`config.mk`:
```
export PLATFORM = sky130hd
export DESIGN_NAME = rx_block_fifo
export DESIGN_NICKNAME = d
export VERILOG_FILES = /design/src/rtl/rxbf_pkg.sv /design/src/rtl/rxbf_store.sv /design/src/rtl/rxbf_len_q.sv /design/src/rtl/rxbf_present.sv /design/src/rtl/rx_block_fifo.sv
export SDC_FILE = /design/constraint.sdc
export NUM_CORES = 1
export LEC_CHECK = 0
export BUFFER_PORTS_ARGS = -buffer_cell sky130_fd_sc_hd__buf_2
export CAP_MARGIN = 0
export CORE_UTILIZATION = 56
export DETAILED_ROUTE_END_ITERATION = 12
export GPL_TIMING_DRIVEN = 0
export PLACE_DENSITY = 0.87
export SYNTH_ARGS = -nofsm -noshare
export SYNTH_HDL_FRONTEND = slang
export SYNTH_SLANG_ARGS = --single-unit
```
`constraint.sdc`:
```
create_clock -name clk -period 3.9 [get_ports clk]
set_clock_uncertainty 0.15 [all_clocks]
set_input_delay 0.195 -clock clk [delete_from_list [all_inputs] [get_ports clk]]
set_output_delay 0.195 -clock clk [all_outputs]
set_load 0.01 [all_outputs]
```
`src/rtl/rxbf_pkg.sv`:
```
// Shared types for the block-threshold receive FIFO.
package rxbf_pkg;
    // What the FIFO currently offers the host.
    typedef enum logic [1:0] {
        PR_IDLE = 2'd0,
        PR_POOL = 2'd1,
        PR_END  = 2'd2
    } pres_e;
endpackage

```
`src/rtl/rxbf_store.sv`:
```
// Byte storage: one synchronous write port and one combinational read port.
// Assumes DEPTH is a power of two, so the address simply wraps.
module rxbf_store #(
    parameter int DEPTH = 64,
    localparam int AW = $clog2(DEPTH)
) (
    input  logic          clk,
    input  logic          we,
    input  logic [AW-1:0] waddr,
    input  logic [7:0]    wdata,
    input  logic [AW-1:0] raddr,
    output logic [7:0]    rdata
);
    logic [7:0] mem [DEPTH];

    // Store an accepted byte.
    always_ff @(posedge clk) begin
        if (we) mem[waddr] <= wdata;
    end

    assign rdata = mem[raddr];
endmodule

```
`src/rtl/rxbf_len_q.sv`:
```
// Queue of completed frame lengths, oldest frame at the head.
// Assumes SLOTS is a power of two and that pop is only issued when an entry exists.
module rxbf_len_q #(
    parameter int SLOTS = 4,
    parameter int LW    = 7,
    localparam int SW   = $clog2(SLOTS)
) (
    input  logic          clk,
    input  logic          rst_n,
    input  logic          clr,
    input  logic          push,
    input  logic [LW-1:0] push_len,
    input  logic          pop,
    output logic [LW-1:0] head,
    output logic          has_entry,
    output logic          full
);
    logic [LW-1:0] slot [SLOTS];
    logic [SW-1:0] wp, rp;
    logic [SW:0]   cnt;

    // Advance the write/read pointers and the occupancy count.
    always_ff @(posedge clk) begin
        if (!rst_n || clr) begin
            wp  <= '0;
            rp  <= '0;
            cnt <= '0;
        end else begin
            if (push) wp <= wp + 1'b1;
            if (pop)  rp <= rp + 1'b1;
            cnt <= cnt + (SW+1)'(push) - (SW+1)'(pop);
        end
    end

    // Record the length of a finished frame.
    always_ff @(posedge clk) begin
        if (push) slot[wp] <= push_len;
    end

    assign head      = slot[rp];
    assign has_entry = (cnt != '0);
    assign full      = (cnt == (SW+1)'(SLOTS));
endmodule

```
`src/rtl/rxbf_present.sv`:
```
// Chooses which block is offered to the host and holds it until it is released.
// A frame tail has priority over a full block. The choice is made only from idle,
// so a presented block never changes under the host.
module rxbf_present #(
    parameter int CW = 7
) (
    input  logic              clk,
    input  logic              rst_n,
    input  logic              clr,
    input  logic [CW-1:0]     fill,
    input  logic [CW-1:0]     blk,
    input  logic              has_end,
    input  logic [CW-1:0]     rem,
    input  logic              release_req,
    output rxbf_pkg::pres_e   state,
    output logic [CW-1:0]     cnt,
    output logic              fire
);
    import rxbf_pkg::*;

    assign fire = release_req && (state != PR_IDLE);

    // Present the next block from idle; go back to idle on release.
    always_ff @(posedge clk) begin
        if (!rst_n || clr) begin
            state <= PR_IDLE;
            cnt   <= '0;
        end else if (fire) begin
            state <= PR_IDLE;
            cnt   <= '0;
        end else if (state == PR_IDLE) begin
            if (has_end && rem <= blk) begin
                state <= PR_END;
                cnt   <= rem;
            end else if (fill >= blk) begin
                state <= PR_POOL;
                cnt   <= blk;
            end
        end
    end
endmodule

```
`src/rtl/rx_block_fifo.sv`:
```
// Block-threshold cyclic receive FIFO (top).
// Bytes are written with a frame-end flag. The host is offered one block at a
// time through irq/irq_pool/irq_end, reads it with rd_en and frees it with
// cmd_release. Assumes the host reads at most blk_cnt bytes per block.
module rx_block_fifo #(
    parameter int WIDE_CHAN   = 0,
    parameter int FRAME_SLOTS = 4,
    localparam int DEPTH      = (WIDE_CHAN != 0) ? 128 : 64,
    localparam int BASE_BLK   = (WIDE_CHAN != 0) ? 8 : 4,
    localparam int AW         = $clog2(DEPTH),
    localparam int CW         = AW + 1
) (
    input  logic          clk,
    input  logic          rst_n,
    input  logic [1:0]    blk_sel,
    input  logic          wr_valid,
    input  logic [7:0]    wr_data,
    input  logic          wr_last,
    input  logic          rd_en,
    output logic [7:0]    rd_data,
    input  logic          cmd_release,
    input  logic          cmd_flush,
    output logic          irq,
    output logic          irq_pool,
    output logic          irq_end,
    output logic [CW-1:0] blk_cnt,
    output logic [CW-1:0] fill_count,
    output logic          overflow
);
    import rxbf_pkg::*;

    logic [CW-1:0] wr_ptr, base_ptr, rd_ptr;
    logic [CW-1:0] cur_len, used;
    logic          dropping, ovf_q;
    logic [CW-1:0] fill, blk, rem, q_head, pres_cnt, push_len;
    logic          q_has, q_full, full_now, accept, ovf_hit, push, pop, fire;
    pres_e         pres_state;

    assign fill     = wr_ptr - base_ptr;
    assign blk      = CW'(BASE_BLK) << blk_sel;
    assign rem      = q_head - used;
    assign full_now = (fill == CW'(DEPTH)) || (cur_len == '0 && q_full);
    assign accept   = wr_valid && !cmd_flush && !dropping && !full_now;
    assign ovf_hit  = wr_valid && !cmd_flush && !dropping && full_now;
    assign push     = (accept && wr_last) || (ovf_hit && cur_len != '0);
    assign push_len = accept ? cur_len + 1'b1 : cur_len;
    assign pop      = fire && (pres_state == PR_END);

    rxbf_store #(.DEPTH(DEPTH)) u_store (
        .clk   (clk),
        .we    (accept),
        .waddr (wr_ptr[AW-1:0]),
        .wdata (wr_data),
        .raddr (rd_ptr[AW-1:0]),
        .rdata (rd_data)
    );

    rxbf_len_q #(.SLOTS(FRAME_SLOTS), .LW(CW)) u_lenq (
        .clk       (clk),
        .rst_n     (rst_n),
        .clr       (cmd_flush),
        .push      (push),
        .push_len  (push_len),
        .pop       (pop),
        .head      (q_head),
        .has_entry (q_has),
        .full      (q_full)
    );

    rxbf_present #(.CW(CW)) u_pres (
        .clk         (clk),
        .rst_n       (rst_n),
        .clr         (cmd_flush),
        .fill        (fill),
        .blk         (blk),
        .has_end     (q_has),
        .rem         (rem),
        .release_req (cmd_release),
        .state       (pres_state),
        .cnt         (pres_cnt),
        .fire        (fire)
    );

    // Write side: advance on accepted bytes, track the frame length, and handle overflow drop.
    always_ff @(posedge clk) begin
        if (!rst_n || cmd_flush) begin
            wr_ptr   <= '0;
            cur_len  <= '0;
            dropping <= 1'b0;
            ovf_q    <= 1'b0;
        end else begin
            if (accept) begin
                wr_ptr  <= wr_ptr + 1'b1;
                cur_len <= wr_last ? '0 : cur_len + 1'b1;
            end
            if (ovf_hit) begin
                ovf_q    <= 1'b1;
                cur_len  <= '0;
                dropping <= !wr_last;
            end
            if (dropping && wr_valid && wr_last) dropping <= 1'b0;
        end
    end

    // Host side: free released bytes, set the next read base, step within a block.
    always_ff @(posedge clk) begin
        if (!rst_n || cmd_flush) begin
            base_ptr <= '0;
            rd_ptr   <= '0;
            used     <= '0;
        end else if (fire) begin
            base_ptr <= base_ptr + pres_cnt;
            rd_ptr   <= base_ptr + pres_cnt;
            used     <= (pres_state == PR_END) ? '0 : used + pres_cnt;
        end else if (rd_en && pres_state != PR_IDLE) begin
            rd_ptr <= rd_ptr + 1'b1;
        end
    end

    assign irq        = (pres_state != PR_IDLE);
    assign irq_pool   = (pres_state == PR_POOL);
    assign irq_end    = (pres_state == PR_END);
    assign blk_cnt    = pres_cnt;
    assign fill_count = fill;
    assign overflow   = ovf_q;
endmodule

```
# Word level (Yosys, flattened, before mapping)
# Memory sizes are Yosys's and may differ from the RTL's. A register that Yosys moved wholly into a read port is not among the register bits.
# Index checks and enable logic that the tools add are counted.
[word_totals]
register_bits = 53
mem_bits_rw = 540
input_bits = 17
output_inout_bits = 26
wordCells = 81
memories = 2
[op_classes]
add_sub_neg = 11
magnitude_cmp = 2
eq_ne = 4
n_shift = 1
muxes = 17
n_reduce_logical = 32
[mem_list]
columns = ["name", "words", "width", "rd", "rd_ports_with_merged_regs", "write_ports", "line", "text"]
rows = [
  ["u_store.mem", 64, 8, 1, 1, 1, "rxbf_store.sv:14", "logic [7:0] mem [DEPTH];"],
  ["u_lenq.slot", 4, 7, 1, 1, 1, "rxbf_len_q.sv:18", "logic [LW-1:0] slot [SLOTS];"],
]
[ops]
columns = ["cell", "n"]
rows = [
  ["$mux W7", 7],
  ["$add A7 B1 Y7 const B", 3],
  ["$add A7 B7 Y7", 2],
  ["$sub A7 B7 Y7", 2],
  ["$logic_and A1 B1 Y1", 13],
  ["$mux W6", 2],
  ["$mux W2", 4],
  ["$eq A7 B7 Y1 const B", 1],
  ["$ge A7 B7 Y1", 1],
  ["$le A7 B7 Y1", 1],
  ["$logic_not A7 Y1", 1],
  ["$reduce_bool A7 Y1", 1],
  ["$shl A3 B2 Y7 const A", 1],
  ["$reduce_bool A2 Y1", 3],
  ["$reduce_or A2 Y1", 3],
  ["$logic_not A1 Y1", 5],
  ["$add A2 B1 Y2 const B", 2],
  ["$mux W1", 4],
  ["$add A3 B1 Y3", 1],
  ["$eq A3 B3 Y1 const B", 1],
  ["$logic_or A1 B1 Y1", 3],
  ["$reduce_bool A3 Y1", 1],
  ["$sub A3 B1 Y3", 1],
  ["$eq A2 B1 Y1 const B", 1],
  ["3 further kinds", 3],
]

# Logic depth before layout (Yosys ltp)
[logic_depth]
depth_word = 9
depth_mapped = 17
depth_no_buf = 15

# Cells and area by module
# From an unflattened synthesis, not the netlist that was laid out.
[hier_totals]
cells_unflattened = 1482
area_unflattened_um2 = 25325.5
[by_module_without_submodules]
columns = ["mod", "n_inst", "cells_each", "area_each_um2", "seq_area_each_um2"]
rows = [
  ["rxbf_store", 1, 932, 20006.7, 15374.7],
  ["rx_block_fifo", 1, 368, 3006.6, 720.7],
  ["rxbf_len_q", 1, 83, 1466.4, 1021.0],
  ["rxbf_present", 1, 99, 845.8, 180.2],
]

# Least setup slack after synthesis
# OpenSTA, ideal clock, no wires.
[synth_path]
kind = "register -> register"
start = "register wr_ptr[0]"
end = "register u_lenq.cnt[2]"
setup_ns = 0.128
t_arrival_ns = 3.487
required_time_ns = 3.622
setup_slack_ns = 0.135
path_stages_with_launch = 14
n_path_buf = 0
period_less_slack_ns = 3.765
path_cell_list = "dfxtp_1 > inv_1 > ha_1 > inv_1 > fa_1 > or3_1 > or4b_4 > o211ai_1 > o41a_1 > inv_1 > ha_1 > fa_1 > xnor2_1 > nor2_1"
[synth_between]
elab_chain_cells = 9
word_cells_on_any_way = 11
classes_between = "add/sub: 3; eq/ne: 1; reduce/logical: 7"
[synth_rtl]
columns = ["item", "line", "text"]
rows = [
  ["from (decl)", "rx_block_fifo.sv:32", "logic [CW-1:0] wr_ptr, base_ptr, rd_ptr;"],
  ["from (signal assigned)", "rx_block_fifo.sv:93", "wr_ptr <= wr_ptr + 1'b1;"],
  ["$sub A7 B7 Y7 *", "rx_block_fifo.sv:39", "assign fill = wr_ptr - base_ptr;"],
  ["net fill_count[1]", "rx_block_fifo.sv:27", "output logic [CW-1:0] fill_count,"],
  ["$eq A7 B7 Y1 *", "rx_block_fifo.sv:42", "assign full_now = (fill == CW'(DEPTH)) || (cur_len == '0 && q_full);"],
  ["$logic_or A1 B1 Y1 *", "rx_block_fifo.sv:42", ""],
  ["$logic_not A1 Y1", "rx_block_fifo.sv:43", "assign accept = wr_valid && !cmd_flush && !dropping && !full_now;"],
  ["$logic_and A1 B1 Y1", "rx_block_fifo.sv:43", ""],
  ["$logic_and A1 B1 Y1", "rx_block_fifo.sv:45", "assign push = (accept && wr_last) || (ovf_hit && cur_len != '0);"],
  ["$logic_or A1 B1 Y1 *", "rx_block_fifo.sv:45", ""],
  ["net push", "rx_block_fifo.sv:36", "logic q_has, q_full, full_now, accept, ovf_hit, push, pop, fire;"],
  ["$add A3 B1 Y3 *", "rxbf_len_q.sv:31", "cnt <= cnt + (SW+1)'(push) - (SW+1)'(pop);"],
  ["$sub A3 B1 Y3 *", "rxbf_len_q.sv:31", ""],
  ["to (signal assigned)", "rxbf_len_q.sv:31", ""],
  ["to (decl)", "rxbf_len_q.sv:20", "logic [SW:0] cnt;"],
]
# The timed path passes the listed nets; every way through them passes the cells marked *.
# A chain may end at the register's enable or synchronous reset.

==> flow_summary.ini <==
[layout]
layout.nets = 1525
layout-drive-gt1-share = 0.317
diodes = 0
syn2layout_area_growth_pct = 16.5
post-route-util = 0.663

[power]
pwr-share-seq = 0.545
intPower_mw = 10.1
p_sw_mw = 2.72
power_frac_clock = 0.420
p_per_area_nw_per_um2 = 449
fin_total_pwr_mw = 12.9
p_sw_frac = 0.211
cellLeakagePower_nw = 8.99
p_comb_frac = 0.034
max-vdd-ir-drop_mv = 0.347

[status]
status = finished, violations left
violations = max-capacitance violations, max-slew violations

[global_routing]
grt_pass1_vias = 14000
grt_max_degree = 65
gr-total-overflow = 0
grt_pass1_wl_um = 92200
grt_usage = 0.291
antenna_found_initial = 1

[critical_path]
reg2reg_to = u_lenq.cnt[2]
path_class = reg -> out
critPathSlowestCell = mux4_2
cpPeakStageDelay_ns = 0.56
path_max_fanout = 10
worstPathRequired_ns = 3.56
arrival_ns = 3.51
reg2reg_from = wr_ptr[0]
end_kind = output port
crit_chain = clkbuf_2 > buf_2 > clkbuf_4 > mux4_2 > mux4_2 > mux2i_1 > a21oi_1 > buf_2
reg2reg_slack_ns = 0.09
cp-start-kind = register
reg2reg_depth = 15

[die]
dieArea_um2 = 44700
rows = 76
io_pins = 43
core_um2 = 43200
initial_utilization = 0.569
die_h_um = 211
dieWidth_um = 211

[clock_network]
htree_num_levels = 2
cts.sinks = 600
cts_tree = built
cts_made_buffers = 56
clk_path_buf_depth = 3
root_buffer = clkbuf_16
clkTransAtPathRegs_ns = 0.06
clk_latency_ns = 0.62

[place]
hpwlAfterDp_um = 35600
portBuffers = 42
gp_congestion = 0.887

[drt]
dr.first_iter.drc_count = 1800
route.vias.total = 13900
ant_nets = 0
routedWlPerCell_um = 30.3
drc = 0
first_pass_iters = 7
drt_wl_total_um = 63200
via_per_inst = 6.66

[timing]
fmax_mhz = 259
worst_pin_slew_ns = 1.50
hold_viol_final = 0
maxSlewViolCount = 10
maxSlewHeadroom = -0.000991
fin_crit_ns = 3.86
post-route-period-util = 0.989
setup_violations = 0

[worst_hold_path]
hold_end = u_store.mem[26][0]
whs_path_depth = 1
min_from = wr_data[0]
hold_path_class = in -> reg

[yosys]
synth.distinct_cells = 63
synth_edf_count = 540
yosys_most_used_dff = edfxtp_1
ys_seq_area_frac = 0.709
yosys_warnings = 0
synth_area_um2 = 24600
synthCells = 1322
syn-num-nets = 1387
synth-seq-cells = 600
syn_area_per_cell_um2 = 18.6
ys_async_sr_fraction = 0

[job]
cap_violations = 1
-- repair_timing --
| item | in CTS | in global routing |
|---|---|---|
| endpoints found under the setup margin | 545 | 435 |
| pin swaps | 15 | 22 |
| buffers inserted | 19 | 13 |
| gates resized for setup | 176 | 72 |
| hold endpoints to repair | 26 | 0 |
| hold buffers | 9 | 0 |
-- power by group through the flow --
| stage | combinational [mW] | clock [mW] | sequential, mW |
|---|---|---|---|
| floorplan | 0.182 | 0 | 7.15 |
| global placement | 0.345 | 0 | 7.15 |
| detailed placement | 0.365 | 0 | 7.15 |
| CTS | 0.410 | 5.39 | 7.02 |
| global route | 0.463 | 5.64 | 7.01 |
| finish | 0.443 | 5.40 | 7.01 |
-- flip-flops by register name, summed over array words and instances, names as in the netlist, named ones only --
name	cells
cur_len	7
u_pres.cnt	7
u_lenq.wp	2
dropping	1
u_pres.state	2
u_lenq.cnt	3
overflow	1
wr_ptr	7
u_store.mem	512
used	7
base_ptr	7
u_lenq.rp	2
rd_ptr	6
u_lenq.slot	28
-- worst max path at each step --
stage / start / endpoint / cells past startpoint
detailed placement: wr_ptr[0] / u_store.mem[16][0] / 13
CTS: register / rd_data[0] / 8
global route: register / u_pres.cnt[1] / 18
floorplan: wr_ptr[0] / u_lenq.cnt[2] / 13
global placement: wr_ptr[0] / u_store.mem[32][2] / 13
finish: register / rd_data[0] / 8
-- critical path: cells and delay by family, from the launching register on --
kind	cells	cell delay [ns]
muxes	3	1.13
buffers and inverters	4	1.24
AOI/OAI and AO/OA	1	0.18
DFF	1	0.34
-- layout make-up --
cell class              instances  area (um^2)
inverters                      36          140
clock inverters                32          312
clock buffers                  71         1460
flip-flops and latches        600        17400
fillers                      2631        14500
plain buffers                  65          373
repair buffers                 83          644
well taps                     585          732
multi-input cells             618         7540
-- logic make-up after synthesis --
group | synth area share
buf+inv | 0.0169
fa+ha+maj | 0.0260
xor+xnor | 0.0121
mux | 0.158
flops | 0.709
simple gates | 0.0460
compound gates | 0.0323
-- synth_stat cells (5+ instances only) --
| library cell | count | area share |
|---|---|---|
| nand3_1 | 15 | 0.0031 |
| edfxtp_1 | 540 | 0.66 |
| nor2_1 | 92 | 0.014 |
| fa_1 | 5 | 0.0041 |
| a21oi_1 | 44 | 0.0090 |
| nand2b_1 | 7 | 0.0018 |
| nor3_1 | 11 | 0.0022 |
| clkbuf_1 | 38 | 0.0058 |
| dfxtp_1 | 60 | 0.049 |
| xor2_1 | 14 | 0.0050 |
| or4_1 | 5 | 0.0015 |
| inv_1 | 36 | 0.0055 |
| nand2_1 | 52 | 0.0079 |
| a31oi_1 | 6 | 0.0015 |
| xnor2_1 | 20 | 0.0071 |
| or3_1 | 7 | 0.0018 |
| buf_1 | 14 | 0.0021 |
| o21ai_0 | 19 | 0.0039 |
| mux2i_1 | 10 | 0.0041 |
| buf_2 | 14 | 0.0029 |
| nor2b_1 | 15 | 0.0038 |
| a211oi_1 | 11 | 0.0034 |
| ha_1 | 43 | 0.022 |
| mux4_2 | 167 | 0.15 |
| a21o_1 | 9 | 0.0027 |
-- routing by layer --
| layer | up-vias | GRT usage | routed length, um | part of all wire |
|---|---|---|---|---|
| met2 | 1065 | 0.477 | 31300 | 0.49 |
| li1 | 5580 | - | - | - |
| met4 | 2 | 0.134 | 3250 | 0.051 |
| met3 | 225 | 0.0700 | 6930 | 0.11 |
| met1 | 7052 | 0.371 | 21800 | 0.34 |
| met5 | - | 0 | 13 | 0.00021 |
-- cells in the final DEF, fill, tap and decap left out, types with 6 or more instances in the layout --
master | Yosys | layout
ha_1 | 43 | 34
a21o_1 | 9 | 9
mux4_2 | 167 | 167
inv_1 | 36 | 32
buf_12 | 0 | 8
nor3_4 | 0 | 6
edfxtp_1 | 540 | 540
nor2b_1 | 15 | 14
clkbuf_16 | 0 | 56
clkbuf_2 | 0 | 9
xor2_1 | 14 | 11
a21oi_1 | 44 | 42
nand3_1 | 15 | 10
nand2_1 | 52 | 52
o21ai_0 | 19 | 19
clkbuf_1 | 38 | 37
xnor2_1 | 20 | 18
buf_2 | 14 | 46
dfxtp_1 | 60 | 58
a211oi_2 | 0 | 8
or3_1 | 7 | 7
ha_4 | 0 | 6
clkinv_1 | 0 | 14
dlygate4sd3_1 | 0 | 9
nor2_1 | 92 | 36
nand2b_1 | 7 | 7
mux2i_1 | 10 | 10
buf_4 | 2 | 34
clkinv_2 | 0 | 6
buf_1 | 14 | 7
nor2_4 | 0 | 56
buf_6 | 0 | 8
-- stage by stage --
stage	hold WS [ns]	cells	instance area (um^2)	setup TNS [ns]	worst slack, ns
final	0.270	2090	28600	0	0.0423
after global routing	0.291	2090	28600	-0.0219	-0.0219
after CTS	0.254	2077	28200	0	0.00527
after detailed placement	0.334	1949	25500	-416.81	-1.30
after global placement	0.324	1949	25500	-376.80	-1.14
after floorplan	0.144	1322	24600	0	0.135
Power figures use the tool's default switching activity.
